$ cat src/rtl/rs485_autodir_pkg.sv
package rs485_autodir_pkg;

  // Direction controller phases
  typedef enum logic [1:0] {
    DIR_IDLE  = 2'd0,  // driver off, watching for a start bit
    DIR_FRAME = 2'd1,  // counting the bits of a character
    DIR_HOLD  = 2'd2   // counting one idle character time
  } dir_state_t;

endpackage

$ cat src/rtl/txen_line_tap.sv
// One register of delay on the serial line, plus start-edge detect.
module txen_line_tap (
  input  logic clk,
  input  logic rst,
  input  logic line_in,
  output logic line_out,
  output logic fall
);
  logic line_q;

  always_ff @(posedge clk) begin
    if (rst) line_q <= 1'b1;
    else     line_q <= line_in;
  end

  assign fall     = line_q & ~line_in;
  assign line_out = line_q;
endmodule

$ cat src/rtl/txen_sym_timer.sv
// Counts clocks within a bit and bits within a character.
module txen_sym_timer #(
  parameter int DIV_W = 16,
  parameter int SYM_W = 4
) (
  input  logic             clk,
  input  logic             rst,
  input  logic             clr,
  input  logic [DIV_W-1:0] period,
  input  logic [SYM_W-1:0] nbits,
  output logic             sym_done
);
  logic [DIV_W-1:0] tick_q;
  logic [SYM_W-1:0] bit_q;
  logic             bit_end;

  assign bit_end  = (tick_q == period - DIV_W'(1));
  assign sym_done = bit_end && (bit_q == nbits - SYM_W'(1));

  always_ff @(posedge clk) begin
    if (rst || clr) begin
      tick_q <= '0;
      bit_q  <= '0;
    end else if (bit_end) begin
      tick_q <= '0;
      bit_q  <= bit_q + SYM_W'(1);
    end else begin
      tick_q <= tick_q + DIV_W'(1);
    end
  end
endmodule

$ cat src/rtl/txen_dir_fsm.sv
// Decides driver direction from start edges and symbol timing.
module txen_dir_fsm
  import rs485_autodir_pkg::*;
(
  input  logic clk,
  input  logic rst,
  input  logic cfg_ok,
  input  logic fall,
  input  logic sym_done,
  output logic tmr_clr,
  output logic drv
);
  dir_state_t st_q, st_nx;

  always_comb begin
    st_nx   = st_q;
    tmr_clr = 1'b0;
    if (!cfg_ok) begin
      st_nx   = DIR_IDLE;
      tmr_clr = 1'b1;
    end else begin
      case (st_q)
        DIR_IDLE: begin
          tmr_clr = 1'b1;
          if (fall) st_nx = DIR_FRAME;
        end
        DIR_FRAME: begin
          // only the closing tick may see a following start bit
          if (sym_done) begin
            tmr_clr = 1'b1;
            st_nx   = fall ? DIR_FRAME : DIR_HOLD;
          end
        end
        DIR_HOLD: begin
          if (fall) begin
            tmr_clr = 1'b1;
            st_nx   = DIR_FRAME;
          end else if (sym_done) begin
            tmr_clr = 1'b1;
            st_nx   = DIR_IDLE;
          end
        end
        default: begin
          tmr_clr = 1'b1;
          st_nx   = DIR_IDLE;
        end
      endcase
    end
  end

  always_ff @(posedge clk) begin
    if (rst) begin
      st_q <= DIR_IDLE;
      drv  <= 1'b0;
    end else begin
      st_q <= st_nx;
      drv  <= (st_nx != DIR_IDLE);
    end
  end
endmodule

$ cat src/rtl/txen_lane.sv
// One serial lane: line tap, timer and direction controller.
module txen_lane #(
  parameter int DIV_W = 16,
  parameter int SYM_W = 4
) (
  input  logic             clk,
  input  logic             rst,
  input  logic             on,
  input  logic [DIV_W-1:0] period,
  input  logic [SYM_W-1:0] nbits,
  input  logic             line_in,
  output logic             line_out,
  output logic             drv
);
  logic fall, sym_done, tmr_clr, cfg_ok;

  assign cfg_ok = on && (period != '0) && (nbits != '0);

  txen_line_tap u_tap (
    .clk(clk), .rst(rst), .line_in(line_in),
    .line_out(line_out), .fall(fall)
  );

  txen_sym_timer #(.DIV_W(DIV_W), .SYM_W(SYM_W)) u_tmr (
    .clk(clk), .rst(rst), .clr(tmr_clr),
    .period(period), .nbits(nbits), .sym_done(sym_done)
  );

  txen_dir_fsm u_fsm (
    .clk(clk), .rst(rst), .cfg_ok(cfg_ok), .fall(fall),
    .sym_done(sym_done), .tmr_clr(tmr_clr), .drv(drv)
  );
endmodule

$ cat src/rtl/rs485_autodir.sv
// Automatic driver enable for NP independent serial lanes.
module rs485_autodir #(
  parameter int NP    = 3,
  parameter int DIV_W = 16,
  parameter int SYM_W = 4
) (
  input  logic                clk,
  input  logic                rst,
  input  logic [NP-1:0]       lane_on,
  input  logic [NP*DIV_W-1:0] bit_clks,
  input  logic [NP*SYM_W-1:0] char_bits,
  input  logic [NP-1:0]       tx_in,
  output logic [NP-1:0]       tx_out,
  output logic [NP-1:0]       drv_en
);
  for (genvar i = 0; i < NP; i++) begin : g_lane
    txen_lane #(.DIV_W(DIV_W), .SYM_W(SYM_W)) u_lane (
      .clk     (clk),
      .rst     (rst),
      .on      (lane_on[i]),
      .period  (bit_clks[i*DIV_W +: DIV_W]),
      .nbits   (char_bits[i*SYM_W +: SYM_W]),
      .line_in (tx_in[i]),
      .line_out(tx_out[i]),
      .drv     (drv_en[i])
    );
  end
endmodule

$ cat config.mk
export PLATFORM = sky130hd
export DESIGN_NAME = rs485_autodir
export DESIGN_NICKNAME = d
export VERILOG_FILES = /design/src/rtl/rs485_autodir_pkg.sv /design/src/rtl/txen_line_tap.sv /design/src/rtl/txen_sym_timer.sv /design/src/rtl/txen_dir_fsm.sv /design/src/rtl/txen_lane.sv /design/src/rtl/rs485_autodir.sv
export SDC_FILE = /design/constraint.sdc
export NUM_CORES = 1
export LEC_CHECK = 0
export ABC_AREA = 1
export BUFFER_PORTS_ARGS = -buffer_cell sky130_fd_sc_hd__buf_2
export CAP_MARGIN = 10
export CORE_MARGIN = 3
export CORE_UTILIZATION = 40
export DETAILED_ROUTE_END_ITERATION = 12
export HOLD_SLACK_MARGIN = 0.1
export PLACE_DENSITY = 0.56
export REMOVE_ABC_BUFFERS = 1
export SLEW_MARGIN = 5
export SYNTH_ARGS = -nofsm -noshare
export SYNTH_HDL_FRONTEND = slang
export SYNTH_SLANG_ARGS = --single-unit
export TNS_END_PERCENT = 20
$ cat constraint.sdc
create_clock -name clk -period 2.54 [get_ports clk]
set_input_delay 0.508 -clock clk [delete_from_list [all_inputs] [get_ports clk]]
set_output_delay 0.508 -clock clk [all_outputs]
set_load 0.005 [all_outputs]
Word-level counts from Yosys, hierarchy flattened
Index checks and enable logic that the tools add are counted.

Reduce and logical (&&, ||, !) cells: 27. Bitwise logic cells: 6. Add/subtract/negate cells: 12. Multiplexer cells: 33. Eq/ne operators: 12.

Operator list (count): $add 16x1->16 const B (3); $eq 16x16->1 (3); $reduce_bool 16->1 (3); $sub 16x1->16 const B (3); $mux 2 (18); $pmux 2 s3 (3); $add 4x1->4 const B (3); $eq 4x4->1 (3); $reduce_bool 4->1 (3); $sub 4x1->4 const B (3); $logic_and 1x1->1 (9); $mux 1 (9); $eq 2x1->1 const B (3); $eq 2x2->1 const B (3); $logic_not 2->1 (3); $pmux 1 s2 (3); $reduce_bool 2->1 (3); $reduce_or 2->1 (3); $and 1x1->1 (3); $logic_or 1x1->1 (3); $not 1->1 (3).

Output and inout bits: 6. Flip-flop bits (word level): 72. Input bits: 68. Word-level logic and storage cells: 105.

Logic depth before layout (Yosys ltp)
Depth after elaboration: 9. Gate-level depth with buffers: 20. Depth with buffers taken out: 20.

By module
A second synthesis with hierarchy kept.

Cells, all modules: 1068. Area total of the unflattened synthesis: 6546.3 um^2.

Modules (own cells, without submodules): txen_sym_timer (area an instance 1815.5 um^2, sequential area each 400.4 um^2, instances 3, cells an instance 294); txen_dir_fsm (area an instance 255.2 um^2, sequential area each 60.1 um^2, instances 3, cells an instance 37); txen_lane (area an instance 72.6 um^2, sequential area each 0.0 um^2, instances 3, cells an instance 19); txen_line_tap (area an instance 38.8 um^2, sequential area each 20.0 um^2, instances 3, cells an instance 6).

Least setup slack after synthesis
Ideal clock, no wire load.

Kind: input to register. Start point: in bit_clks[16]. End point: reg g_lane[1].u_lane.u_tmr.tick_q[13]. Buffers on the path: 1. Stages on the path: 16. Path slack: 0.190 ns. Data arrival time: 2.234 ns. Setup time: 0.116 ns. Required time: 2.424 ns. Cells stage by stage: inv_1 -> ha_1 -> nand3_1 -> nor2_4 -> nand3b_1 -> xor2_1 -> nand3_1 -> nor2_2 -> nand3_2 -> inv_2 -> nand2_1 -> nand2_1 -> inv_1 -> nand3_4 -> buf_6 -> nor2_1.

Longest elaborated chain between the ends: 9. Elaborated cells between the ends (all ways): 12. Those cells by class: add/sub (1); eq/ne (1); mux (4); reduce/logical (6).

Ends and longest elaborated chain: start, declared (RTL line rs485_autodir.sv:10) `input logic [NP*DIV_W-1:0] bit_clks,`; $sub 16x1->16 (RTL line txen_sym_timer.sv:17) `assign bit_end = (tick_q == period - DIV_W'(1));`; $eq 16x16->1 (RTL line txen_sym_timer.sv:17); $logic_and 1x1->1 (RTL line txen_sym_timer.sv:18) `assign sym_done = bit_end && (bit_q == nbits - SYM_W'(1));`; $mux 1 (RTL line txen_dir_fsm.sv:29, txen_dir_fsm.sv:38); $mux 1 (RTL line txen_dir_fsm.sv:35) `if (fall) begin`; $pmux 1 s2 (RTL line txen_dir_fsm.sv:22) `case (st_q)`; $mux 1 (RTL line txen_dir_fsm.sv:18) `if (!cfg_ok) begin`; $logic_or 1x1->1 (RTL line txen_sym_timer.sv:21) `if (rst || clr) begin`; $reduce_or 2->1 (no line) (*); end signal, assigned (RTL line txen_sym_timer.sv:28) `tick_q <= tick_q + DIV_W'(1);`; end, declared (RTL line txen_sym_timer.sv:13) `logic [DIV_W-1:0] tick_q;`.

Every way passes the cells marked *; elsewhere a longest branch is shown, timed or not. A chain may end at the register's enable or synchronous reset.

Final worst setup path
Start point: in bit_clks[16]. End point: reg g_lane[1].u_lane.u_tmr.tick_q[1].

Same word-level chain as after synthesis.

==> results.tsv <==
stage	metric	value	unit
synth	Yosys reg bits	72	
floorplan	Die Y	129.7	µm
synth	register area share after synthesis	0.2357	
detailed_routing	DR DRC count	0	
setup_path	CP endpoint kind	register	
clock_tree	clock-pin slew on the worst setup and hold paths	0.05	ns
setup_path	R2R depth	8	
detailed_routing	DR iter-0 viols	281	
clock_tree	CTS Buf Count	9	
run_status	status	complete, no violations	
clock_tree	Skew-Pair Late Insertion Delay	0.34	ns
sta	final setup fails	0	
synth	Post-synth EDFFs	0	
detailed_routing	Routed WL	13680	µm
finish	antenna fix cells	0	
synth	Yosys warning total	0	
finish	Final #Nets	1168	
min_path	Hold Crit Depth	3	
sta	hold_ws	0.3532	ns
sta	minimum clock period	2.298	ns
detailed_routing	vias	5860	
sta	skew final	0.006216	ns
sta	Final Hold Vio Count	0	
place	placed cells	1249	
detailed_routing	Final ANT Viol Nets	0	
grt	vias in the first global route	5461	
power	leakage	3.298	nW
setup_path	Startpoint Class	primary input	
finish	commonest non-fill, non-tap cell in the layout	nand2_1	
finish	most frequent cells in the layout	nand2_1 (257), inv_1 (142), nor2_1 (116)	
run	maxcap violations	0	
sta	relative slew slack	0.6945	
finish	FILL cells	1563	
synth	Synth Flop Type	dfxtp_1	
detailed_routing	Avg WL per Cell	10.82	µm
finish	area grow syn2layout	18.27	%
sta	highest clock rate	435.1	MHz
synth	Cell variety after synth	39	
power	Peak VDD IR	0.3186	mV
synth	Post-Syn Instances	964	
floorplan	Die ar.	16810	µm²
finish	design area	7233	µm²
setup_path	Critical Path RT	2.76	ns
clock_tree	Clock Path Buffers	2	
sta	max-slew violation count	0	
detailed_routing	Vias/cell	4.632	
power	pwr/cell area	381.0	nW/µm²
synth	Synth Cell Area	6116	µm²
floorplan	Die Wd	129.7	µm
clock_tree	Post-CTS Hold Fix Bufs	0	
floorplan	Starting Density	0.4145	
synth	ys async rst share	0	
clock_tree	CTS tree	done	
setup_path	Critical Setup Path Class	in2reg	
grt	grt ovf	0	
grt	first-pass GRT wire length	23810	µm
sta	fin crit share	0.9049	
place	HPWL after detailed placement	11490	µm
place	area of placed instances	6939	µm²
finish	Post-Layout Cell Count	1265	
synth	Mean Syn Cell Area	6.344	µm²
clock_tree	Post-CTS Setup Bufs	0	
clock_tree	CTS Sinks	72	
grt	antenna violations before repair	0	
min_path	Hold Crit Class	in2reg	
detailed_routing	drt pass-1 iters	5	
floorplan	Boundary Pins	74	
setup_path	Arr. time, crit path	2.52	ns
grt	GRT Overall Usage	0.1724	
power	Pwr Total	2.756	mW
floorplan	core area	14750	µm²
place	PortBufs	73	
sta	RSZ-0062 raised after global routing	no	
sta	Tightest Pin Transition	0.4548	ns
setup_path	CP Max Fanout	16	
grt	largest net degree at the start of global routing	17	
clock_tree	# H-tree levels	3	
clock_tree	Root Driver	clkbuf_16	
clock_tree	cts repair resizes	0	
place	Routability Congestion	0.8554	
floorplan	# rows	44	
finish	ratio of cells with drive above 1 in the final layout	0.1887	
==> sequential cells by signal, summed over array words and instances (netlist names) <==
register / cells
g_lane.u_lane.u_fsm.drv: 3
g_lane.u_lane.u_tmr.tick_q: 48
g_lane.u_lane.u_tap.line_out: 3
g_lane.u_lane.u_fsm.st_q: 6
g_lane.u_lane.u_tmr.bit_q: 12
==> worst paths after layout <==
path / slack, ns / end / start
hold reg to reg: 0.48 / g_lane[2].u_lane.u_tmr.tick_q[0] / g_lane[2].u_lane.u_tmr.tick_q[0]
hold / removal: 0.35 / g_lane[2].u_lane.u_tap.line_out / tx_in[2]
setup / recovery: 0.24 / g_lane[1].u_lane.u_tmr.tick_q[1] / bit_clks[16]
setup reg to reg: 0.39 / g_lane[0].u_lane.u_tmr.tick_q[12] / g_lane[0].u_lane.u_tmr.tick_q[0]
==> power by group <==
part           leakage, nW  switching [mW]  internal, mW
Combinational         2.58           0.237         0.179
Clock                0.139           0.457         0.740
Sequential           0.581         0.00587          1.14
Total                 3.30           0.700          2.06
==> layout make-up <==
cell class                 instances  area [µm²]  area share
multi-input combinational        736        4043      0.5589
sequential                        72        1441      0.1993
timing repair buffer             110       680.7     0.09410
inverter                         147       551.8     0.07628
clock buffer                      14       274.0     0.03788
tap                              184       230.2     0.03183
clock inverter                     2       12.51    0.001730
==> per-stage QoR <==
stage	setup slack, ns	util	setup TNS, ns
6_report	0.2416	0.4902	0
2_1_floorplan	0.2608	-	0
4_1_cts	0.1952	0.4897	0
3_3_place_gp	-0.1012	0.4703	-2.160
3_5_place_dp	-0.1551	0.4703	-3.490
5_1_grt	0.01939	0.4902	0
==> critical path, stage by stage <==
cell and delay [ns]:
buf_2 0.10, inv_1 0.06, ha_1 0.20, nand3_1 0.15
nor2_4 0.18, nand3b_1 0.17, xor2_2 0.20, nand3_1 0.13
nor2_2 0.17, nand3_2 0.13, inv_2 0.09, nand2_1 0.05
nand2_1 0.05, inv_1 0.06, nand3_4 0.18, nor2_1 0.07
==> cell families after synthesis <==
group,synth area share
DFF,0.2357
xor gates and xnor gates,0.1309
buffers and inverters,0.1045
adders and majority gates,0.04910
and+or+nand+nor,0.4470
AOI/OAI and AO/OA,0.03274
==> cells in the mapped netlist (13+ instances only) <==
library cell	count	area, µm²
nor2_1	116	435.4
a21oi_1	14	70.07
xnor2_1	29	254.0
nor2_2	35	219.0
dfxtp_1	72	1441
xor2_1	58	508.0
ha_1	24	300.3
nor3_1	16	80.08
inv_1	142	533.0
nand4_1	19	118.9
nand3_1	94	470.5
o21ai_0	13	65.06
nand2_1	257	964.7
==> metal layers <==
| metal | global-route usage | vias to the layer above | part of all wire |
|---|---|---|---|
| li1 | - | 3213 | - |
| met2 | 0.2742 | 86 | 0.44 |
| met3 | 0.03462 | 11 | 0.037 |
| met1 | 0.2371 | 2550 | 0.51 |
| met5 | 0 | - | 0 |
| met4 | 0.04951 | 0 | 0.011 |
(Power assumes the default switching activity.)
